## src/rtl/ro_pair_cmp_pkg.sv

```systemverilog
package ro_pair_cmp_pkg;
    typedef enum logic [1:0] {
        ST_IDLE   = 2'd0,
        ST_RUN    = 2'd1,
        ST_DECIDE = 2'd2
    } cmp_state_e;
endpackage

```

## src/rtl/ro_edge_sync.sv

```systemverilog
// Two-flop synchronizer followed by a rising-edge detector.
module ro_edge_sync (
    input  logic clk,
    input  logic rst_n,
    input  logic async_in,
    output logic rise_pulse
);
    logic meta_q, sync_q, prev_q;

    always_ff @(posedge clk or negedge rst_n) begin
        if (!rst_n) begin
            meta_q <= 1'b0;
            sync_q <= 1'b0;
            prev_q <= 1'b0;
        end else begin
            meta_q <= async_in;
            sync_q <= meta_q;
            prev_q <= sync_q;
        end
    end

    assign rise_pulse = sync_q & ~prev_q;
endmodule

```

## src/rtl/ro_sat_counter.sv

```systemverilog
// Edge counter that clears on request and holds at its maximum.
module ro_sat_counter #(
    parameter int W = 12
) (
    input  logic         clk,
    input  logic         rst_n,
    input  logic         clr,
    input  logic         inc,
    output logic [W-1:0] count
);
    localparam logic [W-1:0] TOP = {W{1'b1}};

    always_ff @(posedge clk or negedge rst_n) begin
        if (!rst_n) begin
            count <= '0;
        end else if (clr) begin
            count <= '0;
        end else if (inc && (count != TOP)) begin
            count <= count + W'(1);
        end
    end
endmodule

```

## src/rtl/ro_pair_cmp.sv

```systemverilog
module ro_pair_cmp
    import ro_pair_cmp_pkg::*;
#(
    parameter int NUM_OSC = 8,
    parameter int CNT_W   = 12,
    parameter int WIN_W   = 16,
    localparam int SEL_W  = (NUM_OSC > 1) ? $clog2(NUM_OSC) : 1
) (
    input  logic               clk,
    input  logic               rst_n,
    input  logic [NUM_OSC-1:0] osc_in,
    input  logic               start,
    input  logic [SEL_W-1:0]   sel_a,
    input  logic [SEL_W-1:0]   sel_b,
    input  logic [WIN_W-1:0]   win_len,
    output logic               resp,
    output logic               tie,
    output logic               done
);
    localparam int PAD_N = 1 << SEL_W;

    cmp_state_e         state_q, state_d;
    logic [SEL_W-1:0]   sel_a_q, sel_b_q;
    logic [WIN_W-1:0]   rem_q;
    logic [NUM_OSC-1:0] edge_vec;
    logic [PAD_N-1:0]   edge_pad;
    logic [CNT_W-1:0]   cnt_a, cnt_b;
    logic               accept, last_cycle, cnt_clr, cnt_en;
    logic               resp_q, tie_q, done_q;

    // One synchronizer per oscillator so a challenge change never creates a false edge.
    for (genvar g = 0; g < NUM_OSC; g++) begin : g_sync
        ro_edge_sync u_sync (
            .clk        (clk),
            .rst_n      (rst_n),
            .async_in   (osc_in[g]),
            .rise_pulse (edge_vec[g])
        );
    end

    assign edge_pad   = PAD_N'(edge_vec);
    assign accept     = (state_q == ST_IDLE) && start;
    assign last_cycle = (rem_q <= WIN_W'(1));
    assign cnt_clr    = accept;
    assign cnt_en     = (state_q == ST_RUN);

    ro_sat_counter #(.W(CNT_W)) u_cnt_a (
        .clk   (clk),
        .rst_n (rst_n),
        .clr   (cnt_clr),
        .inc   (cnt_en & edge_pad[sel_a_q]),
        .count (cnt_a)
    );

    ro_sat_counter #(.W(CNT_W)) u_cnt_b (
        .clk   (clk),
        .rst_n (rst_n),
        .clr   (cnt_clr),
        .inc   (cnt_en & edge_pad[sel_b_q]),
        .count (cnt_b)
    );

    // Next-state logic
    always_comb begin
        state_d = state_q;
        unique case (state_q)
            ST_IDLE:   if (start) state_d = ST_RUN;
            ST_RUN:    if (last_cycle) state_d = ST_DECIDE;
            ST_DECIDE: state_d = ST_IDLE;
            default:   state_d = ST_IDLE;
        endcase
    end

    // State register
    always_ff @(posedge clk or negedge rst_n) begin
        if (!rst_n) state_q <= ST_IDLE;
        else        state_q <= state_d;
    end

    // Challenge latch and window timer
    always_ff @(posedge clk or negedge rst_n) begin
        if (!rst_n) begin
            sel_a_q <= '0;
            sel_b_q <= '0;
            rem_q   <= '0;
        end else if (accept) begin
            sel_a_q <= sel_a;
            sel_b_q <= sel_b;
            rem_q   <= win_len;
        end else if ((state_q == ST_RUN) && !last_cycle) begin
            rem_q   <= rem_q - WIN_W'(1);
        end
    end

    // Registered outputs
    always_ff @(posedge clk or negedge rst_n) begin
        if (!rst_n) begin
            resp_q <= 1'b0;
            tie_q  <= 1'b0;
            done_q <= 1'b0;
        end else begin
            done_q <= (state_q == ST_DECIDE);
            if (state_q == ST_DECIDE) begin
                resp_q <= ~(cnt_a > cnt_b);
                tie_q  <= (cnt_a == cnt_b);
            end else if (accept) begin
                resp_q <= 1'b0;
                tie_q  <= 1'b0;
            end
        end
    end

    assign resp = resp_q;
    assign tie  = tie_q;
    assign done = done_q;
endmodule

```

## config.mk

```make
export PLATFORM = sky130hd
export DESIGN_NAME = ro_pair_cmp
export DESIGN_NICKNAME = d
export VERILOG_FILES = /design/src/rtl/ro_pair_cmp_pkg.sv /design/src/rtl/ro_edge_sync.sv /design/src/rtl/ro_sat_counter.sv /design/src/rtl/ro_pair_cmp.sv
export SDC_FILE = /design/constraint.sdc
export NUM_CORES = 1
export LEC_CHECK = 0
export BUFFER_PORTS_ARGS = -buffer_cell sky130_fd_sc_hd__buf_4
export CORE_MARGIN = 4
export CORE_UTILIZATION = 35
export DETAILED_ROUTE_END_ITERATION = 6
export GPL_ROUTABILITY_DRIVEN = 0
export PLACE_DENSITY = 0.54
export SYNTH_ARGS = -nofsm -noshare
export SYNTH_HDL_FRONTEND = slang
export SYNTH_SLANG_ARGS = --single-unit
export TNS_END_PERCENT = 50
```

## constraint.sdc

```tcl
create_clock -name clk -period 2.65 [get_ports clk]
set_input_delay 0.1325 -clock clk [delete_from_list [all_inputs] [get_ports clk]]
set_output_delay 0.1325 -clock clk [all_outputs]
set_load 0.02 [all_outputs]
```

==> reports/qor.csv, run 1 <==
stage,metric,value,unit
synthesis,syn-mean-instance-area,9.59,um2
sta,fin_crit_sh,79.0,%
sta,timing.hold.ws,38.9,ps
worst_setup_path,r2r_slack,560,ps
synthesis,synth_flop_cell,dfrtp_1,
worst_setup_path,cp.required,2920,ps
worst_setup_path,crit_arrival,2370,ps
synthesis,ys_ff_latch,75,
clock_tree,cts_resized,0,
synthesis,yosys-top-cells-count,"dfrtp_1, nand2_1, o21ai_0",
status,status,"complete, no violations",
placement,dpl.hpwl,5750,um
synthesis,synth_edf_count,0,
die,die_area,12600,um2
clock_tree,cts_sinks,75,
sta,drv_slew,0,
sta,rsz0062_at_grt,false,
sta,tns,0,ps
global_routing,grt_pass1_wl,14200,um
sta,finClkSkew,10.6,ps
synthesis,netlist.area_leader.share,49.3,%
route,dr.pass1.iters,4,
worst_setup_path,critPathKind,reg2reg,
clock_tree,cts.clk_slew.worst_paths,90,ps
global_routing,grt_pass1_vias,3102,
global_routing,grt_max_degree,76,
clock_tree,hold_buffers,28,
pwr,p_leak,2.01,nW
global_routing,antenna_found_initial,0,
worst_setup_path,crit_fanout,5,
layout,drive_gt1_share,14.2,%
pwr,finalPower,4.04,mW
synthesis,ys_types,47,
synthesis,synth_nets,446,
synthesis,ys_async_sr_fraction,100,%
clock_tree,cts_inserted_buffers,9,
sta,period_needed,2090,ps
synthesis,synthesis.instances,397,
die,start_util,36.4,%
job,cap_violations,0,
clock_tree,cts_tree,yes,
clock_tree,post_cts_buffers,0,
clock_tree,htree_num_levels,3,
worst_setup_path,reg2reg_depth,5,
sta,final-setup-viol-count,0,
layout,final_util,45.1,%
hold_path,min_path_type,in2reg,
synthesis,synth_seq_area_share,49.3,%
sta,fmax,477,MHz
die,io_pins,36,
worst_setup_path,r2r_end,rem_q[15]$_DFFE_PN0P_,
clock_tree,cts_buffer_depth,2,
clock_tree,root_buffer,clkbuf_8,
die,core_area,10500,um2
worst_setup_path,endpoint,rem_q[15]$_DFFE_PN0P_,
placement,port_buffers,35,
pwr,ir_drop,0.383,mV
layout,area_growth,24.0,%
route,wl_per_cell,13.7,um
route,wl,8240,um
worst_setup_path,crit_start,rem_q[11]$_DFFE_PN0P_,
synthesis,yosys_warnings,0,
pwr,power.density,856,nW/um2
synthesis,synthMostInstantiatedCell,dfrtp_1,
global_routing,grt_util_all_layers,13.7,%
route,via_per_inst,5.14,
die,die_x,112,um
route,final_antenna_net_count,0,
sta,max_slew.worst_pin.slew,939,ps
worst_setup_path,end_kind,register,
route,route.detailed.drc,0,
sta,hold_viol_final,0,
route,first_iter_violations,205,
synthesis,synth_area_leader_cell,dfrtp_1,
layout,finalNetCount,510,
die,die_y,112,um
synthesis,synth_area_leaders,"dfrtp_1, ha_1, nand2_1, o21ai_0, a21oi_1",
global_routing,grt_overflow,0,
clock_tree,clk_latency,360,ps
worst_setup_path,startpoint_type,register,
layout,antenna_cells,0,
sta,max-slew-margin-rel,37.4,%
synthesis,synth_area,3810,um2
worst_setup_path,crit-reg2reg-launch,rem_q[11]$_DFFE_PN0P_,
route,vias,3094,
die,rows,37,
cell families after synthesis:
family                     Yosys count  share of synthesized area, %
adders and majority gates           16                          5.26
AOI/OAI and AO/OA                   79                          13.1
and+or+nand+nor                    168                          23.7
buffers and inverters               41                          4.14
DFF                                 75                          49.3
muxes                               11                          2.92
xor gates and xnor gates             7                          1.61
state kept, by name, indices dropped and copies added (netlist names):
signal / count
done: 1
u_cnt_b.count: 12
state_q: 2
sel_a_q: 3
resp: 1
u_cnt_a.count: 12
rem_q: 16
sel_b_q: 3
tie: 1
g_sync.u_sync.prev_q: 8
g_sync.u_sync.meta_q: 8
g_sync.u_sync.sync_q: 8
placed cells by master (no fill, tap or decap), types with 7 or more instances in the layout:
master	synthesis	layout
or3_1	16	16
nand2_1	48	48
nor3_1	8	8
buf_4	0	42
nand3b_1	8	8
nand2b_1	7	7
or4_1	11	11
dfrtp_1	75	75
nor4_1	10	10
inv_1	24	24
o21ai_0	26	26
nand3_1	16	16
a21oi_1	22	22
ha_1	16	16
mux2i_1	10	10
nor2_1	17	17
clkbuf_8	0	9
dlygate4sd3_1	0	28
nand4_1	11	11
xnor2_1	7	7
how the worst min path moves through the flow:
| stage | start | endpoint | depth (start not counted) |
|---|---|---|---|
| CTS | win_len[6] | rem_q[6]$_DFFE_PN0P_ | 3 |
| global route | win_len[6] | rem_q[6]$_DFFE_PN0P_ | 3 |
| global placement | osc_in[0] | g_sync[0].u_sync.meta_q$_DFF_PN0_ | 1 |
| detailed placement | osc_in[4] | g_sync[4].u_sync.meta_q$_DFF_PN0_ | 1 |
| floorplan | rst_n | done$_DFF_PN0_ | 0 |
| finish | win_len[6] | rem_q[6]$_DFFE_PN0P_ | 3 |
cell type report:
type / count / area (um2)
Clock buffer: 9 / 124
Timing Repair Buffer: 70 / 596
Multi-Input combinational cell: 281 / 1770
Fill cell: 1008 / 5740
Inverter: 24 / 90.1
Sequential cell: 75 / 1880
Clock inverter: 7 / 90.1
Tap cell: 136 / 170
per-stage QoR:
| stage | cells | instance area, um2 | setup slack, ps |
|---|---|---|---|
| 2_1_floorplan | 397 | 3810 | 625 |
| 3_3_place_gp | 558 | 4230 | 583 |
| 3_5_place_dp | 558 | 4230 | 542 |
| 4_1_cts | 602 | 4720 | 543 |
| 5_1_grt | 602 | 4720 | 394 |
| 6_report | 602 | 4720 | 556 |
layer usage:
metal | wire [um] | track usage (%)
met5 | 0 | 0
met4 | 159 | 5.61
met3 | 251 | 3.61
met2 | 3990 | 22.1
met1 | 3840 | 17.6
power by group:
group | leakage, nW | switching [mW] | internal [mW]
clock | 0.110 | 0.490 | 0.463
combinational | 0.981 | 0.724 | 0.587
sequential | 0.916 | 0.345 | 1.43
total | 2.01 | 1.56 | 2.48
worst max-delay path: stages (launching register included):
cell	delay, ps
dfrtp_1	400
or4_4	550
or2_4	260
or3_1	310
or3_1	350
a31oi_1	160
Note: power is estimated with default switching activity, not from simulation.
==> inputs of run 2 (changes only) <==
Settings changed: PLACE_DENSITY 0.54 to 0.56.
Clock period 2.65 ns to 1.9 ns, I/O delays scaled along.
==> reports/qor.csv, run 2 (synthesized netlist as in run 1, its figures left out) <==
stage,metric,value,unit
status,status,finished with violations,
status,violations,setup timing,
layout,final_util,50.7,%
clock_tree,root_buffer,clkbuf_8,
placement,dp.cells,601,
layout,area_growth,39.2,%
layout,mostFrequentLayoutCells,"buf_4, dfrtp_1, nand2_1",
pwr,power.density,1200,nW/um2
global_routing,grt_pass1_vias,3357,
route,vias,3347,
layout,largest_register_ffs,16,
clock_tree,cts_inserted_buffers,9,
layout,regMostFlops,rem_q,
die,io_pins,36,
sta,drv_slew,0,
hold_path,min_path_type,in2reg,
worst_setup_path,critPathSlowestCell,or4_4,
die,core_area,10500,um2
placement,dp_slack,-186,ps
sta,max_slew.worst_pin.slew,478,ps
clock_tree,cts.clk_slew.worst_paths,90,ps
pwr,p_seq_share,37.3,%
global_routing,grt_max_degree,50,
die,rows,37,
worst_setup_path,cp.required,2170,ps
clock_tree,cts_sinks,75,
worst_setup_path,critPathBufInv,0,
sta,final-setup-viol-count,15,
worst_setup_path,startpoint_type,register,
route,route.detailed.drc,0,
worst_setup_path,critPathKind,reg2reg,
route,final_antenna_net_count,0,
sta,layout_setup_ws,-160,ps
worst_setup_path,crit_arrival,2330,ps
clock_tree,cts_buffer_depth,2,
layout,n_fill_cell,957,
route,via_per_inst,5.15,
clock_tree,clk_latency,350,ps
worst_setup_path,crit_fanout,3,
sta,fmax,485,MHz
pwr,ir_drop,0.527,mV
pwr,p_comb_share,41.5,%
layout,drive_gt1_share,27.8,%
global_routing,grt_util_all_layers,15.0,%
worst_setup_path,cpPeakStageDelay,550,ps
die,die_x,112,um
sta,max-slew-margin-rel,67.3,%
pwr,power.internal,3.97,mW
global_routing,grt_overflow,0,
global_routing,grt_pass1_wl,15700,um
worst_setup_path,crit_chain,or4_4 -> or2_4 -> or3_4 -> or3_1 -> a31oi_1,
die,die_area,12600,um2
clock_tree,htree_num_levels,3,
layout,antenna_cells,0,
worst_setup_path,crit_family,simple AND/OR/NAND/NOR gates,
pwr,power.share.clock,21.2,%
route,first_iter_violations,104,
layout,stdcell_count,650,
route,wl_per_cell,13.6,um
sta,period_needed,2060,ps
sta,rsz0062_at_grt,true,
pwr,p_leak,2.31,nW
sta,hold_viol_final,0,
clock_tree,cts_tree,yes,
job,cap_violations,0,
layout,layout_commonest_cell,buf_4,
global_routing,antenna_found_initial,0,
sta,fin_crit_sh,108,%
layout,reg_top3,"rem_q (16), u_cnt_a.count (12), u_cnt_b.count (12)",
pwr,finalPower,6.37,mW
pwr,p_switching,2.39,mW
layout,finalNetCount,558,
pwr,sw_frac_of_total,37.6,%
die,start_util,36.4,%
placement,port_buffers,35,
route,wl,8850,um
sta,finClkSkew,9.26,ps
die,die_y,112,um
placement,dpl.hpwl,6280,um
route,dr.pass1.iters,4,
sta,tns,-879,ps
worst_setup_path,end_kind,register,
## run 2: cell types whose count changed in the layout (fill, tap and decap cells not counted), moves of 3 or more
| cell | previous run | this run |
|---|---|---|
| buf_4 | 42 | 84 |
| or4_1 | 11 | 4 |
| or4_4 | 1 | 8 |
| or3_4 | 0 | 6 |
| buf_12 | 0 | 4 |
| or3_1 | 16 | 12 |
| a21oi_1 | 22 | 19 |
| a21oi_2 | 0 | 3 |
| nor4_1 | 10 | 7 |
## run 2: path summary, 6_finish.rpt
path	startpoint	end	slack (ps)	depth (start not counted)
worst max register to register	rem_q[8]$_DFFE_PN0P_	rem_q[15]$_DFFE_PN0P_	-160	5
worst min register to register	g_sync[5].u_sync.meta_q$_DFF_PN0_	g_sync[5].u_sync.sync_q$_DFF_PN0_	350	0
worst min-delay path	win_len[15]	rem_q[15]$_DFFE_PN0P_	50	3
worst max-delay path	rem_q[8]$_DFFE_PN0P_	rem_q[15]$_DFFE_PN0P_	-160	5
min in group asynchronous	rst_n	u_cnt_a.count[3]$_DFFE_PN0P_	210	2
max in group asynchronous	rst_n	sel_b_q[0]$_DFFE_PN0P_	1100	3
## run 2: repair_timing
item / in CTS / in global routing
gates resized for setup: 11 / 25
setup buffers: 1 / 4
pin swaps: 12 / 11
hold buffers: 28 / 0
endpoints found under the setup margin: 23 / 32
endpoints found under the hold margin: 53 / 0
## run 2: metal layers
metal / up-vias / wire length [um] / track usage (%) / share of wire, %
li1: 1662 / - / - / -
met1: 1617 / 4100 / 19.2 / 46
met2: 55 / 4350 / 25.1 / 49
met3: 13 / 270 / 3.45 / 3.1
met4: 0 / 135 / 4.65 / 1.5
met5: - / 0 / 0 / 0
## run 2: stage by stage
step	cell area (um2)	hold WS [ps]
finish	5300	45.9
detailed placement	4600	42.4
global route	5300	47.6
global placement	4600	40.5
CTS	5160	29.1
floorplan	3810	-201
## run 2: worst min-delay path, stage by stage
cell,delay (ps)
buf_4,80
nor2_1,50
a31oi_1,120
## run 2: area by class of cell
class	count	area, um2	area share (%)
multi-input combinational	281	1930	36.4
sequential	75	1880	35.5
timing repair buffer	118	1010	19.1
inverter	24	90.1	1.70
clock inverter	7	92.6	1.75
clock buffer	9	124	2.34
tap	136	170	3.21
## run 2: power by group through the flow
stage / registers, mW / logic, mW / clock network, mW
2_1_floorplan: 2.34 / 1.42 / 0
3_3_place_gp: 2.37 / 2.38 / 0
3_5_place_dp: 2.38 / 2.45 / 0
4_1_cts: 2.36 / 2.55 / 1.40
5_1_grt: 2.44 / 2.99 / 1.47
6_report: 2.38 / 2.64 / 1.35
==> inputs of run 3 (changes only) <==
Settings changed: CORE_UTILIZATION 35 to 53, PLACE_DENSITY 0.56 to 0.77.
==> reports/qor.csv, run 3 (synthesized netlist as in run 1, its figures left out) <==
stage,metric,value,unit
status,status,finished with violations,
status,violations,setup timing,
placement,place_area,4490,um2
die,die_x,92.8,um
sta,finClkSkew,14.1,ps
layout,drive_gt1_share,26.6,%
layout,design_area,5210,um2
clock_tree,cts_sinks,75,
global_routing,grt_util_all_layers,25.0,%
layout,reg_top3,"rem_q (16), u_cnt_a.count (12), u_cnt_b.count (12)",
clock_tree,cts_tree,yes,
layout,layout_commonest_cell,buf_4,
global_routing,grt_overflow,0,
die,start_util,55.4,%
worst_setup_path,critPathKind,reg2reg,
route,first_iter_violations,257,
worst_setup_path,startpoint_type,register,
pwr,ir_drop,1.01,mV
clock_tree,htree_num_levels,3,
route,wl_per_cell,17.7,um
sta,max_slew.worst_pin.slew,553,ps
route,route.detailed.drc,0,
worst_setup_path,crit_fanout,2,
worst_setup_path,reg2reg_depth,5,
job,cap_violations,0,
clock_tree,cts_inserted_buffers,9,
sta,rsz0062_at_grt,true,
die,die_area,8600,um2
global_routing,antenna_found_initial,0,
sta,max-slew-margin-rel,62.8,%
worst_setup_path,end_kind,register,
worst_setup_path,cp.required,2200,ps
global_routing,grt_max_degree,49,
route,wl,10700,um
hold_path,min_path_cells,3,
sta,hold_viol_final,0,
pwr,finalPower,6.57,mW
layout,antenna_cells,0,
worst_setup_path,crit_arrival,2430,ps
route,via_per_inst,5.89,
layout,finalNetCount,552,
clock_tree,root_buffer,clkbuf_8,
global_routing,grt_pass1_vias,3616,
sta,fmax,468,MHz
clock_tree,clk_latency,370,ps
die,io_pins,36,
die,rows,30,
sta,drv_slew,0,
route,final_antenna_net_count,0,
sta,fin_crit_sh,112,%
route,vias,3559,
placement,port_buffers,35,
layout,mostFrequentLayoutCells,"buf_4, dfrtp_1, nand2_1",
global_routing,grt_pass1_wl,17000,um
sta,layout_setup_ws,-235,ps
hold_path,min_path_type,in2reg,
clock_tree,cts_buffer_depth,2,
die,core_area,6870,um2
layout,largest_register_ffs,16,
route,dr.pass1.iters,5,
layout,area_growth,36.8,%
clock_tree,cts.clk_slew.worst_paths,100,ps
pwr,p_leak,2.27,nW
die,die_y,92.8,um
placement,dpl.hpwl,5990,um
placement,dp_slack,-150,ps
pwr,power.density,1260,nW/um2
sta,final-setup-viol-count,21,
sta,period_needed,2140,ps
layout,regMostFlops,rem_q,
[run 3: cell count changes in the layout (fill, tap and decap cells not counted), moves of 3 or more]
cell	previous run	this run
o21ai_0	25	17
o21ai_1	1	9
or4_1	4	9
or3_4	6	3
buf_4	84	76
or4_4	8	3
or3_1	12	15
[run 3: metal layers]
metal / routed length, um / up-vias / track usage, % / part of all wire [%]
li1: - / 1651 / - / -
met1: 4310 / 1735 / 30.2 / 40
met2: 5440 / 135 / 43.7 / 51
met3: 561 / 38 / 4.55 / 5.2
met4: 389 / 0 / 10.7 / 3.6
met5: 0 / - / 0 / 0
[run 3: path summary, 6_finish.rpt]
check                                                  start                           endpoint  slack [ps]
setup / recovery                       rem_q[11]$_DFFE_PN0P_              rem_q[15]$_DFFE_PN0P_        -240
hold / removal                                   win_len[15]              rem_q[15]$_DFFE_PN0P_          20
setup reg to reg                       rem_q[11]$_DFFE_PN0P_              rem_q[15]$_DFFE_PN0P_        -240
hold reg to reg            g_sync[6].u_sync.meta_q$_DFF_PN0_  g_sync[6].u_sync.sync_q$_DFF_PN0_         350
max in group asynchronous                              rst_n      u_cnt_b.count[10]$_DFFE_PN0P_        1090
min in group asynchronous                              rst_n       u_cnt_a.count[9]$_DFFE_PN0P_         220
[run 3: repair_timing]
action                                  CTS  global route
hold buffers                             28             0
setup buffers                             2             4
hold endpoints to repair                 61             0
resized for setup                        23            23
pin swaps                                 4            10
endpoints found under the setup margin   19            31
[run 3: critical path, cell delays in order (launching register included)]
cell and delay (ps):
dfrtp_1 420, or4_4 570, or2_4 250, or3_1 330, or3_1 350, a31oi_1 140
[run 3: layout make-up]
| type | instances | area [um2] |
|---|---|---|
| Multi-Input combinational cell | 281 | 1920 |
| Sequential cell | 75 | 1880 |
| Fill cell | 429 | 1660 |
| Timing Repair Buffer | 112 | 976 |
| Clock buffer | 9 | 124 |
| Tap cell | 96 | 120 |
| Clock inverter | 7 | 95.1 |
| Inverter | 24 | 90.1 |
[run 3: through the flow]
step,setup TNS [ps],utilization (%),hold slack [ps],std cells
CTS,-488,74.0,32.1,600
finish,-2110,75.8,23.5,604
global route,-3400,75.8,28.0,604
floorplan,-211,-,-201,397
global placement,-363,65.3,80.7,554
detailed placement,-675,65.3,90.5,554
[run 3: power by group]
part	total [mW]	internal (mW)	switching, mW
clock network	1.37	0.645	0.729
logic	2.76	1.29	1.47
registers	2.43	2.00	0.430
total	6.57	3.94	2.63
